## config.mk

```make
export PLATFORM = sky130hd
export DESIGN_NAME = wr_push_seq
export DESIGN_NICKNAME = d
export VERILOG_FILES = /design/src/rtl/wr_push_seq.sv
export SDC_FILE = /design/constraint.sdc
export NUM_CORES = 1
export LEC_CHECK = 0
export BUFFER_PORTS_ARGS = -buffer_cell sky130_fd_sc_hd__buf_2
export CORE_MARGIN = 8
export CORE_UTILIZATION = 43
export DETAILED_ROUTE_END_ITERATION = 6
export PLACE_DENSITY = 0.77
export SLEW_MARGIN = 25
export SYNTH_ARGS = -nofsm -noshare
export SYNTH_HDL_FRONTEND = slang
export SYNTH_SLANG_ARGS = --single-unit
```

## constraint.sdc

```tcl
create_clock -name clk -period 2.9 [get_ports clk]
set_input_delay 0.58 -clock clk [delete_from_list [all_inputs] [get_ports clk]]
set_output_delay 0.58 -clock clk [all_outputs]
set_load 0.05 [all_outputs]
```

## src/rtl/wr_push_seq.sv

```systemverilog
module wr_push_seq #(
  parameter int DATA_W      = 32,
  parameter int ADDR_W      = 32,
  parameter int BURST_WORDS = 16,
  parameter int LIMIT_BYTES = 1024
) (
  input  logic                               clk,
  input  logic                               rst_n,
  input  logic                               fifo_bram,
  input  logic                               job_valid,
  output logic                               job_ready,
  input  logic [ADDR_W-1:0]                  job_addr,
  input  logic [$clog2(BURST_WORDS+1)-1:0]   job_len,
  output logic                               job_done,
  input  logic                               in_valid,
  output logic                               in_ready,
  input  logic [DATA_W-1:0]                  in_data,
  output logic                               wr_push,
  output logic [DATA_W-1:0]                  wr_data,
  output logic [DATA_W/8-1:0]                wr_be,
  output logic                               req,
  output logic                               req_burst,
  output logic [ADDR_W-1:0]                  req_addr,
  input  logic                               ack,
  input  logic                               wr_afull,
  input  logic                               wr_empty
);

  localparam int BE_W        = DATA_W / 8;
  localparam int LB          = $clog2(BE_W);
  localparam int OFF_W       = $clog2(BURST_WORDS);
  localparam int LEN_W       = $clog2(BURST_WORDS + 1);
  localparam int BURST_BYTES = BURST_WORDS * BE_W;
  localparam int WIN_W       = $clog2(LIMIT_BYTES + BURST_BYTES + 1);

  typedef enum logic [2:0] {
    ST_IDLE, ST_FILL, ST_BREQ, ST_SREQ, ST_SPUSH, ST_FIN, ST_DRAIN
  } st_t;

  st_t               state;
  logic [ADDR_W-1:0] addr_q;
  logic [LEN_W-1:0]  len_q;
  logic [OFF_W-1:0]  beat;
  logic [WIN_W-1:0]  win;

  logic [LEN_W:0] b_ext, lo, hi;
  logic           data_beat, room, beat_last, need_drain;

  assign b_ext     = (LEN_W + 1)'(beat);
  assign lo        = (LEN_W + 1)'(addr_q[LB +: OFF_W]);
  assign hi        = lo + (LEN_W + 1)'(len_q);
  assign data_beat = (state == ST_FILL) && (b_ext >= lo) && (b_ext < hi);
  assign beat_last = (beat == OFF_W'(BURST_WORDS - 1));
  assign room      = fifo_bram || !wr_afull;
  assign need_drain = fifo_bram && ((32'(win) + BURST_BYTES) > LIMIT_BYTES);

  assign in_ready  = room && (data_beat || state == ST_SPUSH);
  assign wr_push   = room && ((state == ST_FILL && (!data_beat || in_valid)) ||
                              (state == ST_SPUSH && in_valid));
  assign wr_be     = {BE_W{wr_push && in_ready}};
  assign wr_data   = (wr_push && in_ready) ? in_data : '0;

  assign job_ready = (state == ST_IDLE);
  assign req       = (state == ST_BREQ) || (state == ST_SREQ);
  assign req_burst = (state == ST_BREQ);
  assign req_addr  = (state == ST_BREQ) ? (addr_q & ~ADDR_W'(BURST_BYTES - 1)) : addr_q;
  assign job_done  = (state == ST_FIN && !need_drain) || (state == ST_DRAIN && wr_empty);

  always_ff @(posedge clk) begin
    if (!rst_n) begin
      state  <= ST_IDLE;
      addr_q <= '0;
      len_q  <= '0;
      beat   <= '0;
      win    <= '0;
    end else begin
      if (!fifo_bram || (state == ST_DRAIN && wr_empty))
        win <= '0;
      else if (wr_push)
        win <= win + WIN_W'(BE_W);

      case (state)
        ST_IDLE:
          if (job_valid) begin
            addr_q <= job_addr;
            len_q  <= job_len;
            beat   <= '0;
            state  <= (job_len == LEN_W'(1)) ? ST_SREQ : ST_FILL;
          end
        ST_FILL:
          if (wr_push) begin
            if (beat_last) state <= ST_BREQ;
            else           beat  <= beat + 1'b1;
          end
        ST_BREQ:  if (ack)     state <= ST_FIN;
        ST_SREQ:  if (ack)     state <= ST_SPUSH;
        ST_SPUSH: if (wr_push) state <= ST_FIN;
        ST_FIN:   state <= need_drain ? ST_DRAIN : ST_IDLE;
        ST_DRAIN: if (wr_empty) state <= ST_IDLE;
        default:  state <= ST_IDLE;
      endcase
    end
  end

endmodule

```

# After elaboration in Yosys (flattened, before gate mapping)
# Cells that the tools add are included.
dict set report op_classes {
  bitwise_logic 1
  magnitude_cmp 3
  n_eq_ne 16
  mux 16
  reduce_logical 27
  add_sub_neg 4
}
# op n
set ops {}
lappend ops {{two-way mux 32 bit} 1}
lappend ops {{two-way mux 3 bit} 8}
lappend ops {{case mux 3 bit (7 select lines)} 1}
lappend ops {{!= test 2 bit (second input constant)} 7}
lappend ops {{adder 11 x 7 -> 12 bit (second input constant)} 1}
lappend ops {{> comparator 12 x 11 -> 1 bit (second input constant)} 1}
lappend ops {{two-way mux 4 bit} 3}
lappend ops {{adder 11 x 3 -> 11 bit (second input constant)} 1}
lappend ops {{logical AND 1 bit} 10}
lappend ops {{equality test 3 bit (second input constant)} 3}
lappend ops {{case mux 4 bit (2 select lines)} 1}
lappend ops {{logical OR 1 bit} 7}
lappend ops {{AND reduction 7 bit} 1}
lappend ops {{adder 4 x 5 -> 6 bit} 1}
lappend ops {{equality test 3 x 2 -> 1 bit (second input constant)} 2}
lappend ops {{less-than comparator 4 x 6 -> 1 bit} 1}
lappend ops {{two-way mux 6 bit} 1}
lappend ops {{equality test 5 x 1 -> 1 bit (second input constant)} 1}
lappend ops {{adder 4 x 1 -> 4 bit (second input constant)} 1}
lappend ops {{equality test 4 bit (second input constant)} 1}
lappend ops {{>= comparator 4 bit} 1}
lappend ops {{zero test 1 bit} 4}
lappend ops {{AND reduction 4 bit} 1}
lappend ops {{equality test 3 x 1 -> 1 bit (second input constant)} 1}
lappend ops {{other kinds (7)} 7}
dict set report totals {
  register_bits 55
  output_inout_bits 74
  input_bits 77
}

# Logic depth before layout (Yosys ltp)
# Gate-level depths: netlist of the first run.
dict set report logic_depth {
  ltp_word 10
  ltp_mapped 12
  ltp_nobuf 10
}

# Worst setup path before layout of the first run
# OpenSTA, ideal clock, no wires.
dict set report synth_path {
  path_kind {flip-flop to output port}
  start {register addr_q[2]}
  end {output wr_data[22]}
  path_slack_ns -0.425
  t_arrival_ns 2.745
  n_path_buf 1
  path_stages_with_launch 12
  path_cell_list {dfxtp_1 -> ha_1 -> inv_1 -> fa_1 -> xor2_1 -> ha_1 -> o21a_1 -> a21oi_1 -> o211ai_1 -> a21oi_4 -> buf_6 -> and2_1}
}
dict set report synth_via {
  elab_chain_cells 10
  word_cells_on_any_way 14
}
# element line
set synth_rtl {}
lappend synth_rtl {{start: declaration} 41} ;# logic [ADDR_W-1:0] addr_q;
lappend synth_rtl {{start signal: assignment} 85} ;# addr_q <= job_addr;
lappend synth_rtl {{adder 4 x 5 -> 6 bit / >= comparator 4 bit (equally long branches)} {51, 52}}
lappend synth_rtl {{less-than comparator 4 x 6 -> 1 bit / logical AND 1 bit (equally long branches)} 52} ;# assign data_beat = (state == ST_FILL) && (b_ext >= lo) && (b_ext < hi);
lappend synth_rtl {{logical AND 1 bit (*)} 52}
lappend synth_rtl {{zero test 1 bit} 58} ;# assign wr_push = room && ((state == ST_FILL && (!data_beat || in_valid)) ||
lappend synth_rtl {{logical OR 1 bit} 58}
lappend synth_rtl {{logical AND 1 bit} 58}
lappend synth_rtl {{logical OR 1 bit} 58}
lappend synth_rtl {{logical AND 1 bit} 58}
lappend synth_rtl {{logical AND 1 bit (*)} -}
lappend synth_rtl {{via wr_be[0]} 20} ;# output logic [DATA_W/8-1:0] wr_be,
lappend synth_rtl {{two-way mux 32 bit (*)} 61} ;# assign wr_data = (wr_push && in_ready) ? in_data : '0;
lappend synth_rtl {{end: declaration} 19} ;# output logic [DATA_W-1:0] wr_data,
# The timed path passes the listed nets; every way through them passes the cells marked *.

# Worst setup path in the final report of the first run
dict set report layout_path {
  start {register addr_q[2]}
  end {output wr_data[15]}
}
dict set report layout_via {
  elab_chain_cells 10
  word_cells_on_any_way 14
}
# element line
set layout_rtl {}
lappend layout_rtl {{adder 4 x 5 -> 6 bit / >= comparator 4 bit (equally long branches)} {51, 52}}
lappend layout_rtl {{less-than comparator 4 x 6 -> 1 bit / logical AND 1 bit (equally long branches)} 52}
lappend layout_rtl {{logical AND 1 bit (*)} 52}
lappend layout_rtl {{zero test 1 bit} 58}
lappend layout_rtl {{logical OR 1 bit} 58}
lappend layout_rtl {{logical AND 1 bit} 58}
lappend layout_rtl {{logical OR 1 bit} 58}
lappend layout_rtl {{logical AND 1 bit} 58}
lappend layout_rtl {{logical AND 1 bit (*)} 61}
lappend layout_rtl {{two-way mux 32 bit (*)} 61}
# Mark *: on every way between the ends. The rest lies on a longest branch, timed or not.

==> impl_summary.txt, run 1 <==
----------------------------------------------------
[Status]
  Result of the run ... finished, violations left
  Violations in the final reports ... negative setup slack

[Timing]
  Unrepaired setup endpoints after global routing ... true
  Setup slack after layout ... -0.5195 ns
  Skew final ... 0.006973 ns
  Number of hold violations in the final report ... 0
  Final period demand of the worst path ... 3.419 ns
  Slew at the pin with the worst max-slew slack ... 0.6937 ns
  Final total negative setup slack ... -18.45 ns
  Worst slew margin ... 53.75%
  Final Cycle Share ... 117.9%
  Count of endpoints failing setup in the final report ... 38
  Slew Viols, Final ... 0
  Max frequency ... 292.4 MHz

[Routing]
  Average wire length per cell after detail routing ... 14.90 microns
  Number of vias in the routed layout ... 3,154
  TritonRoute pass-1 iters ... 4
  1st-iter DRT viols ... 219
  Number of antenna-violating nets in the routed design ... 0
  Post-route DRC violation count ... 0
  Via density per instance ... 4.951
  Routed Wire Length ... 9.492 mm

[Power]
  Power share of the sequential group ... 28.5%
  Internal Dissipation ... 1709 uW
  Net Sw Frac ... 48.52%
  Leakage dissipation ... 0.002084 uW
  Net Switching ... 1611 uW
  Logic gate share of total power ... 58.9%
  Total Power Consumption ... 3320 uW
  Power per Cell Area ... 738.6 mW/mm^2
  Clock share of power ... 12.6%
  VDD IR-drop max ... 414.4 uV

[Die]
  Die span in x ... 103.4 microns
  Die Footprint ... 0.01069 sq mm
  Top-level port count ... 151
  Effective utilization at floorplan ... 43.39%
  Cell Rows ... 32
  Core Area ... 0.007567 sq mm
  Height of the chip ... 103.4 microns

[Setup path]
  Type of the worst setup path ... reg -> out
  Maximum fanout along the worst path ... 18
  Delay-heaviest family, CP ... adder cells
  Crit-path slowest cell ... sky130_fd_sc_hd__fa_2
  Startpoint Class ... register
  Largest incremental delay on the critical path ... 0.53 ns
  Most prevalent standard cell on the critical path ... sky130_fd_sc_hd__ha_4
  Required time of the worst setup path ... 2.32 ns
  Type of element capturing the critical path ... output pin
  Series of cell instances along the critical path ... ha_4, inv_2, fa_2, ha_4, a211o_1, a21oi_2, o211ai_1, a21oi_4, clkbuf_16, and2_4, buf_8
  Worst path arrival time ... 2.84 ns
  Number of buffer and inverter instances along the worst setup path ... 3

[Job]
  Number of maximum-capacitance constraint violations ... 0

[Placed design]
  Final Wtd Congestion ... 0.8001
  Standard cell area after detailed placement ... 0.004045 sq mm
  Number of buffers added on ports ... 150
  Placed wire-length estimate after detailed placement ... 7.256 mm
  Worst setup timing slack at the placement stage ... -0.2760 ns

[Layout]
  Ant. Diodes ... 0
  Post-layout util ... 59.41%
  Fraction of layout cells with a size suffix above 1 ... 42.06%
  Fill cell instance count of the final layout ... 677
  Layout Cell Area excl Fill ... 0.004496 sq mm
  Area added between synthesis and finish ... 36.93%
  Post-layout nets ... 626

[CTS]
  CTS buffer count ... 5
  Number of H-tree levels ... 2
  Worst-Skew Late Latency ... 0.31 ns
  Count of hold-fix buffers inserted at cts ... 0
  Sink count of the clock tree ... 53
  Maximum buffer depth of the clock tree ... 2
  CTS root buf ... sky130_fd_sc_hd__clkbuf_8
  Clock tree from TritonCTS ... yes
  Clock transition at the registers of the reported paths ... 0.10 ns

[Global routing]
  Via count of the first global-routing pass ... 3,196
  Final global-route overflow total ... 0
  Antenna violations before repair ... 0
  Total track usage ... 17.74%
  Pin count of the biggest net entering global routing ... 48
  Global-route wire length before repair ... 15.19 mm

[Min path]
  Worst min-delay path category ... reg -> reg

[Yosys]
  Post-synthesis sequential area ratio ... 32.32%
  Total standard cell area after synthesis ... 0.003283 sq mm
  Count leader, synth ... sky130_fd_sc_hd__nand2_1
  Fraction of post-synthesis cell area in the top cell type by area ... 32.32%
  Async set-or-reset flop fraction in the synthesized netlist ... 0%
  Avg Cell Area, Syn ... 7.911 sq um
  Synth cell count leaders ... 91 x sky130_fd_sc_hd__nand2_1, 53 x sky130_fd_sc_hd__dfxtp_1, 38 x sky130_fd_sc_hd__a21boi_0, 38 x sky130_fd_sc_hd__and2_1, 29 x sky130_fd_sc_hd__buf_4
  Cell count after synthesis ... 415
  Post-synth top flop ... sky130_fd_sc_hd__dfxtp_1
  Number of different library cells in the post-synthesis netlist ... 50
  Cell taking the most area after synthesis ... sky130_fd_sc_hd__dfxtp_1
  Number of synthesized register bits ... 53
  Top cells by area, synth ... sky130_fd_sc_hd__dfxtp_1 32%, sky130_fd_sc_hd__nand2_1 10%, sky130_fd_sc_hd__a21boi_0 8.7%
  Synthesized net count ... 507
  Count of synthesis-stage warnings from yosys ... 0
  Count of flip-flops with a built-in enable after synthesis ... 0

----------------------------------------------------
layout by cell type, fill, tap and decap left out, types with 2 or more instances in the layout:
master                     Yosys  final
sky130_fd_sc_hd__buf_2         0    116
sky130_fd_sc_hd__nand2_1      91     91
sky130_fd_sc_hd__dfxtp_1      53     51
sky130_fd_sc_hd__a21boi_0     38     38
sky130_fd_sc_hd__and2_4        0     31
sky130_fd_sc_hd__buf_8         0     31
sky130_fd_sc_hd__nor2_1       21     21
sky130_fd_sc_hd__buf_4        29     14
sky130_fd_sc_hd__ha_1         14     12
sky130_fd_sc_hd__o21ai_0      10     10
sky130_fd_sc_hd__inv_1         9      8
sky130_fd_sc_hd__nor2b_1       9      8
sky130_fd_sc_hd__nand3_1       8      8
sky130_fd_sc_hd__nand2b_1      6      6
sky130_fd_sc_hd__and3_1        6      6
sky130_fd_sc_hd__and2_1       38      5
sky130_fd_sc_hd__nand4_1       5      5
sky130_fd_sc_hd__a31oi_1       5      5
sky130_fd_sc_hd__clkbuf_8      0      5
sky130_fd_sc_hd__o21a_1        4      4
sky130_fd_sc_hd__mux2i_1       4      4
sky130_fd_sc_hd__a21oi_1       5      3
sky130_fd_sc_hd__a31o_1        3      3
sky130_fd_sc_hd__a21oi_2       0      2
sky130_fd_sc_hd__o21ai_1       2      2
sky130_fd_sc_hd__nor3_1        2      2
sky130_fd_sc_hd__and2_2        0      2
sky130_fd_sc_hd__a21o_1        2      2
sky130_fd_sc_hd__nand4b_1      2      2
sky130_fd_sc_hd__ha_4          0      2
sky130_fd_sc_hd__dfxtp_2       0      2
sky130_fd_sc_hd__buf_6         7      2
sky130_fd_sc_hd__buf_12        0      2
per-layer routing:
layer	routed length, microns	GRT usage (%)
met5	0	0
met4	141	5.228
met3	1166	5.890
met2	4734	33.43
met1	3450	17.98
worst register-to-register path: stages (launching register included):
cell,delay (ns)
sky130_fd_sc_hd__dfxtp_2,0.37
sky130_fd_sc_hd__ha_4,0.14
sky130_fd_sc_hd__inv_2,0.03
sky130_fd_sc_hd__fa_2,0.53
sky130_fd_sc_hd__ha_4,0.19
sky130_fd_sc_hd__a211o_1,0.27
sky130_fd_sc_hd__a21oi_2,0.14
sky130_fd_sc_hd__buf_4,0.13
sky130_fd_sc_hd__o21ai_1,0.06
sky130_fd_sc_hd__buf_4,0.22
sky130_fd_sc_hd__nand3_1,0.10
sky130_fd_sc_hd__mux2_1,0.31
repair_timing:
| item | in CTS | in global routing |
|---|---|---|
| pin swaps | 1 | 3 |
| gates resized for setup | 96 | 4 |
| setup endpoints to repair | 38 | 38 |
| hold endpoints to repair | 0 | 0 |
| cloned | 0 | 1 |
| setup buffers | 0 | 1 |
per-stage QoR:
step           hold WS [ns]  instances
4_1_cts              0.4685        635
3_5_place_dp         0.4546        627
6_report             0.4661        637
5_1_grt              0.4979        637
2_1_floorplan        0.4389        415
3_3_place_gp         0.4482        627
power by group through the flow:
stage | Combinational, uW | Sequential, uW | Clock (uW)
2_1_floorplan | 1530 | 945 | 0
3_3_place_gp | 1840 | 957 | 0
3_5_place_dp | 1880 | 964 | 0
4_1_cts | 1960 | 948 | 434
5_1_grt | 2130 | 970 | 465
6_report | 1950 | 946 | 420
final cells by class:
class                           instances  area [sq um]  share of cell area, %
Clock inverter                          3         21.27                 0.4731
Timing Repair Buffer                  166          1239                  27.55
Multi-Input combinational cell        298          1936                  43.06
Tap cell                              102         127.6                  2.839
Clock buffer                            5         68.82                  1.531
Sequential cell                        53          1064                  23.66
Inverter                               10         40.04                 0.8906
sequential cells by signal, summed over array words and instances, names as in the netlist:
signal  count
beat        4
win         9
len_q       5
state       3
addr_q     32
cell families (layout without fill, tap and decap cells):
family	Yosys count	count (layout)	synth area share (%)
AO/OA/AOI/OAI	82	82	18.48
XOR/XNOR	2	2	0.5336
adder cells (fa/ha/maj)	15	15	5.945
buffers and inverters	64	184	12.31
flip-flops	53	53	32.32
multiplexers	5	5	1.563
AND/OR/NAND/NOR	194	194	28.85
path summary, 6_finish.rpt:
check	cells past startpoint	endpoint	from	slack [ns]
setup / recovery	11	wr_data[15]	addr_q[2]	-0.52
hold / removal	2	addr_q[31]	addr_q[31]	0.47
setup reg to reg	11	beat[3]	addr_q[2]	0.30
hold reg to reg	2	addr_q[31]	addr_q[31]	0.47
No activity file was read; power rests on OpenSTA's default activity.
==> run 2: changes to the inputs <==
--- a/config.mk
+++ b/config.mk
@@ -6,10 +6,12 @@
 export NUM_CORES = 1
 export LEC_CHECK = 0
 export BUFFER_PORTS_ARGS = -buffer_cell sky130_fd_sc_hd__buf_2
+export CELL_PAD_IN_SITES_DETAIL_PLACEMENT = 1
+export CELL_PAD_IN_SITES_GLOBAL_PLACEMENT = 1
 export CORE_MARGIN = 8
-export CORE_UTILIZATION = 43
+export CORE_UTILIZATION = 30
 export DETAILED_ROUTE_END_ITERATION = 6
-export PLACE_DENSITY = 0.77
+export PLACE_DENSITY_LB_ADDON = 0.1
 export SLEW_MARGIN = 25
 export SYNTH_ARGS = -nofsm -noshare
 export SYNTH_HDL_FRONTEND = slang
==> impl_summary.txt, run 2 (synthesized netlist as in run 1, its figures left out) <==
----------------------------------------------------
[CTS]
  Number of H-tree levels ... 2
  Worst-Skew Late Latency ... 0.31 ns
  CTS root buf ... sky130_fd_sc_hd__clkbuf_8
  Sink count of the clock tree ... 53
  Maximum buffer depth of the clock tree ... 2
  Clock transition at the registers of the reported paths ... 0.09 ns
  CTS buffer count ... 5
  Clock tree from TritonCTS ... yes

[Setup path]
  Maximum fanout along the worst path ... 36
  Worst path arrival time ... 2.83 ns
  Type of element capturing the critical path ... output pin
  Startpoint Class ... register
  Type of the worst setup path ... reg -> out
  Required time of the worst setup path ... 2.32 ns

[Layout]
  Largest register FFs ... 32
  Area added between synthesis and finish ... 40.21%
  Post-layout nets ... 633
  Biggest registers after layout ... addr_q x32, win x9, len_q x5
  Layout Cell Area excl Fill ... 0.004603 sq mm
  Register ranked first by flip-flop count ... addr_q
  Fraction of layout cells with a size suffix above 1 ... 43.44%
  Highest-count cells in the layout ignoring fill and taps ... 116 x sky130_fd_sc_hd__buf_2, 91 x sky130_fd_sc_hd__nand2_1, 50 x sky130_fd_sc_hd__dfxtp_1
  Ant. Diodes ... 0
  Fill cell instance count of the final layout ... 1,296
  Leading cell type in the layout, fill and taps excluded ... sky130_fd_sc_hd__buf_2

[Min path]
  Worst min-delay path category ... reg -> reg

[Power]
  VDD IR-drop max ... 357.2 uV
  Power per Cell Area ... 754.9 mW/mm^2
  Leakage dissipation ... 0.002125 uW

[Timing]
  Final total negative setup slack ... -17.93 ns
  Max frequency ... 293.3 MHz
  Slew Viols, Final ... 0
  Skew final ... 0.008006 ns
  Worst slew margin ... 64.21%
  Final Cycle Share ... 117.6%
  Setup slack after layout ... -0.5093 ns
  Unrepaired setup endpoints after global routing ... true
  Count of endpoints failing setup in the final report ... 38
  Number of hold violations in the final report ... 0
  Slew at the pin with the worst max-slew slack ... 0.5312 ns
  Final period demand of the worst path ... 3.409 ns

[Global routing]
  Final global-route overflow total ... 0
  Total track usage ... 14.63%
  Global-route wire length before repair ... 17.37 mm
  Antenna violations before repair ... 1
  Pin count of the biggest net entering global routing ... 47
  Via count of the first global-routing pass ... 3,459

[Die]
  Top-level port count ... 151
  Core Area ... 0.01075 sq mm
  Die Footprint ... 0.01455 sq mm
  Cell Rows ... 38
  Die span in x ... 120.6 microns
  Height of the chip ... 120.6 microns
  Effective utilization at floorplan ... 30.55%

[Placed design]
  Worst setup timing slack at the placement stage ... -0.3225 ns
  Placed wire-length estimate after detailed placement ... 8.279 mm
  Number of buffers added on ports ... 150
  Standard cell area after detailed placement ... 0.004153 sq mm
  Final Wtd Congestion ... 0.7692

[Routing]
  Number of vias in the routed layout ... 3,194
  Average wire length per cell after detail routing ... 15.83 microns
  Post-route DRC violation count ... 0
  TritonRoute pass-1 iters ... 4
  1st-iter DRT viols ... 81
  Via density per instance ... 4.690
  Routed Wire Length ... 10.78 mm
  Number of antenna-violating nets in the routed design ... 0

[Status]
  Violations in the final reports ... negative setup slack
  Result of the run ... finished, violations left

[Job]
  Number of maximum-capacitance constraint violations ... 0

----------------------------------------------------
[run 2: worst paths after layout]
kind / from / to / slack [ns] / cells past startpoint
max: addr_q[2] / wr_data[0] / -0.51 / 11
min: addr_q[31] / addr_q[31] / 0.46 / 2
max reg2reg: addr_q[2] / beat[3] / 0.29 / 11
min reg2reg: addr_q[31] / addr_q[31] / 0.46 / 2
[run 2: worst max-delay path: stages (launching register included)]
cell                       delay [ns]
sky130_fd_sc_hd__dfxtp_2         0.36
sky130_fd_sc_hd__ha_4            0.14
sky130_fd_sc_hd__inv_2           0.03
sky130_fd_sc_hd__fa_2            0.54
sky130_fd_sc_hd__ha_4            0.19
sky130_fd_sc_hd__a211o_1         0.26
sky130_fd_sc_hd__a21oi_2         0.14
sky130_fd_sc_hd__o211ai_1        0.14
sky130_fd_sc_hd__a21oi_4         0.18
sky130_fd_sc_hd__buf_12          0.20
sky130_fd_sc_hd__and2_2          0.17
sky130_fd_sc_hd__buf_6           0.15
[run 2: through the flow]
stage	instances	power, uW	util (%)	hold slack [ns]
finish	681	3475	42.84	0.4626
global route	681	3733	42.84	0.4877
CTS	681	3534	42.65	0.4688
detailed placement	673	2910	38.65	0.4547
global placement	673	2870	38.65	0.4452
floorplan	415	2476	-	0.4389
[run 2: where the power goes]
group	total, uW	internal (uW)	switching (uW)
clock	503	252	251
sequential	936	863	73.4
combinational	2040	696	1340
total	3470	1810	1670
[run 2: area by class of cell]
class                   instances  area, sq um  area share [%]
flip-flops and latches         53         1065           23.13
multi-input cells             298         1946           42.27
well taps                     140        175.2           3.805
repair buffers                173         1274           27.67
inverters                      10        40.04          0.8698
clock inverters                 2        35.03          0.7611
clock buffers                   5        68.82           1.495
[run 2: metal layers]
metal  global-route usage (%)  up-vias  wire [microns]
li1                         -     1596               -
met1                    16.68     1472            4849
met2                    25.74      117            4944
met3                    4.942        7             886
met4                    3.435        2              92
met5                        0        -               8
[run 2: what timing repair did]
item	CTS	global route
pin swaps	4	1
hold buffers	0	0
setup buffers	1	0
setup endpoints to repair	38	39
gates resized for setup	98	6
==> run 3: changes to the inputs <==
--- a/config.mk
+++ b/config.mk
@@ -11,7 +11,9 @@
 export CORE_MARGIN = 8
 export CORE_UTILIZATION = 30
 export DETAILED_ROUTE_END_ITERATION = 6
+export MAX_ROUTING_LAYER = met4
 export PLACE_DENSITY_LB_ADDON = 0.1
+export RECOVER_POWER = 50
 export SLEW_MARGIN = 25
 export SYNTH_ARGS = -nofsm -noshare
 export SYNTH_HDL_FRONTEND = slang
==> impl_summary.txt, run 3 (synthesized netlist as in run 1, its figures left out) <==
----------------------------------------------------
[Setup path]
  Most prevalent standard cell on the critical path ... sky130_fd_sc_hd__ha_4
  Type of element capturing the critical path ... output pin
  Crit-path slowest cell ... sky130_fd_sc_hd__fa_2
  Largest incremental delay on the critical path ... 0.54 ns
  Series of cell instances along the critical path ... ha_4, inv_2, fa_2, ha_4, a211o_1, a21oi_2, o211ai_1, a21oi_4, buf_12, and2_2, buf_6
  Length in cells of the worst reg-to-reg path ... 11
  FF-to-FF End ... beat[3]
  Startpoint Class ... register
  Maximum fanout along the worst path ... 36
  Required time of the worst setup path ... 2.32 ns
  Worst path arrival time ... 2.83 ns
  Type of the worst setup path ... reg -> out
  Setup slack of the worst register-to-register path ... 0.29 ns
  Source of the worst register-to-register timing path ... addr_q[2]

[Global routing]
  Met2 Use GR ... 25.77%
  Via count of the first global-routing pass ... 3,470
  Grt met1 use ... 17.32%
  Antenna violations before repair ... 1
  Total track usage ... 15.06%
  Grt peak-use layer ... met2
  Pin count of the biggest net entering global routing ... 47
  Met3 Use GR ... 3.823%
  Final global-route overflow total ... 0
  Global-route wire length before repair ... 17.33 mm

[Timing]
  Slew at the pin with the worst max-slew slack ... 0.7953 ns
  Final Cycle Share ... 117.5%
  Worst slew margin ... 46.98%
  Slew Viols, Final ... 0
  Final period demand of the worst path ... 3.409 ns
  Unrepaired setup endpoints after global routing ... true
  Final total negative setup slack ... -17.91 ns
  Max frequency ... 293.4 MHz
  Setup slack after layout ... -0.5088 ns
  Final hold slack ... 0.4653 ns
  Number of hold violations in the final report ... 0
  Count of endpoints failing setup in the final report ... 38
  Skew final ... 0.005082 ns

[Routing]
  Via density per instance ... 4.707
  1st-iter DRT viols ... 94
  TritonRoute pass-1 iters ... 4
  Routed Wire Length ... 10.77 mm
  Number of vias in the routed layout ... 3,210
  Number of antenna-violating nets in the routed design ... 0
  Post-route DRC violation count ... 0
  Average wire length per cell after detail routing ... 15.79 microns

[CTS]
  Number of H-tree levels ... 2
  Clock transition at the registers of the reported paths ... 0.09 ns
  Clock tree from TritonCTS ... yes
  Worst-Skew Late Latency ... 0.31 ns
  CTS buffer count ... 5
  CTS root buf ... sky130_fd_sc_hd__clkbuf_8
  Maximum buffer depth of the clock tree ... 2
  Sink count of the clock tree ... 53

[Status]
  Violations in the final reports ... negative setup slack
  Result of the run ... finished, violations left

[Die]
  Core Area ... 0.01075 sq mm
  Cell Rows ... 38
  Height of the chip ... 120.6 microns
  Die Footprint ... 0.01455 sq mm
  Die span in x ... 120.6 microns
  Top-level port count ... 151
  Effective utilization at floorplan ... 30.55%

[Layout]
  Biggest registers after layout ... addr_q x32, win x9, len_q x5
  Area added between synthesis and finish ... 39.02%
  Leading cell type in the layout, fill and taps excluded ... sky130_fd_sc_hd__nand2_1
  Multi-input gate area ... 0.001946 sq mm
  Post-layout nets ... 633
  Total area of sequential cells ... 0.001065 sq mm
  Largest register FFs ... 32
  Highest-count cells in the layout ignoring fill and taps ... 91 x sky130_fd_sc_hd__nand2_1, 90 x sky130_fd_sc_hd__buf_2, 50 x sky130_fd_sc_hd__dfxtp_1
  Fraction of layout cells with a size suffix above 1 ... 38.45%
  Fill cell instance count of the final layout ... 1,317
  Register ranked first by flip-flop count ... addr_q

[Min path]
  Cell depth of the worst min-delay path ... 2
  Start point of the worst min-delay path ... addr_q[1]
  Destination of the worst hold path ... addr_q[1]
  Worst min-delay path category ... reg -> reg

[Placed design]
  Placed wire-length estimate after detailed placement ... 8.279 mm
  Number of buffers added on ports ... 150
  Worst setup timing slack at the placement stage ... -0.3225 ns
  Final Wtd Congestion ... 0.7795

[Power]
  VDD IR-drop max ... 352.7 uV
  Power per Cell Area ... 754.4 mW/mm^2
  Leakage dissipation ... 0.002014 uW

[Job]
  Number of maximum-capacitance constraint violations ... 0

----------------------------------------------------
[run 3: cell count changes in the layout (fill, tap and decap cells not counted)]
cell                       delta
sky130_fd_sc_hd__clkbuf_2     +2
sky130_fd_sc_hd__buf_4        -3
sky130_fd_sc_hd__and2_0       +1
sky130_fd_sc_hd__diode_2      +1
sky130_fd_sc_hd__buf_2       -26
sky130_fd_sc_hd__clkbuf_1    +27
sky130_fd_sc_hd__and2_1       -1
[run 3: power breakdown]
part / switching (uW) / total [uW] / internal (uW)
clock: 247 / 499 / 251
sequential: 75.1 / 938 / 863
combinational: 1340 / 2010 / 664
[run 3: area by class of cell]
class / instances / area share [%]
clock buffers: 5 / 1.508
diodes: 1 / 0.05482
clock inverters: 2 / 0.7675
repair buffers: 173 / 27.00
inverters: 10 / 0.8772
well taps: 140 / 3.838
flip-flops and latches: 53 / 23.33
multi-input cells: 298 / 42.63
[run 3: timing repair]
| action | 4_1_cts | 5_1_grt |
|---|---|---|
| pin swaps | 4 | 1 |
| endpoints found under the setup margin | 38 | 39 |
| gates resized for setup | 98 | 6 |
| setup buffers | 1 | 0 |
| hold buffers | 0 | 0 |
[run 3: metrics by stage]
| step | cells | utilization (%) | cell area, sq um | total power [uW] |
|---|---|---|---|---|
| finish | 682 | 42.48 | 4564 | 3443 |
| global route | 682 | 42.48 | 4564 | 3703 |
| CTS | 681 | 42.65 | 4583 | 3534 |
| detailed placement | 673 | 38.65 | 4153 | 2910 |
| global placement | 673 | 38.65 | 4153 | 2870 |
| floorplan | 415 | - | 3407 | 2476 |
[run 3: worst max-delay path by stage]
stage,start,to,depth (start not counted),slack [ns]
global placement,len_q[0],wr_data[21],11,-0.25
detailed placement,len_q[0],wr_data[16],11,-0.32
floorplan,addr_q[2],wr_data[22],10,-0.11
CTS,addr_q[2],wr_data[1],11,-0.53
global route,addr_q[2],wr_data[0],11,-0.64
finish,addr_q[2],wr_data[0],11,-0.51
[run 3: metal layers]
| metal | vias up | wire (microns) |
|---|---|---|
| li1 | 1598 | - |
| met1 | 1490 | 5036 |
| met2 | 117 | 4950 |
| met3 | 5 | 696 |
| met4 | 0 | 89 |
| met5 | - | 0 |
[run 3: critical path, delay by kind of cell, from the launching register on]
family	cells	cell delay [ns]
fa+ha+maj	3	0.87
simple gates	1	0.17
buf+inv	3	0.38
flops	1	0.36
compound gates	4	0.72
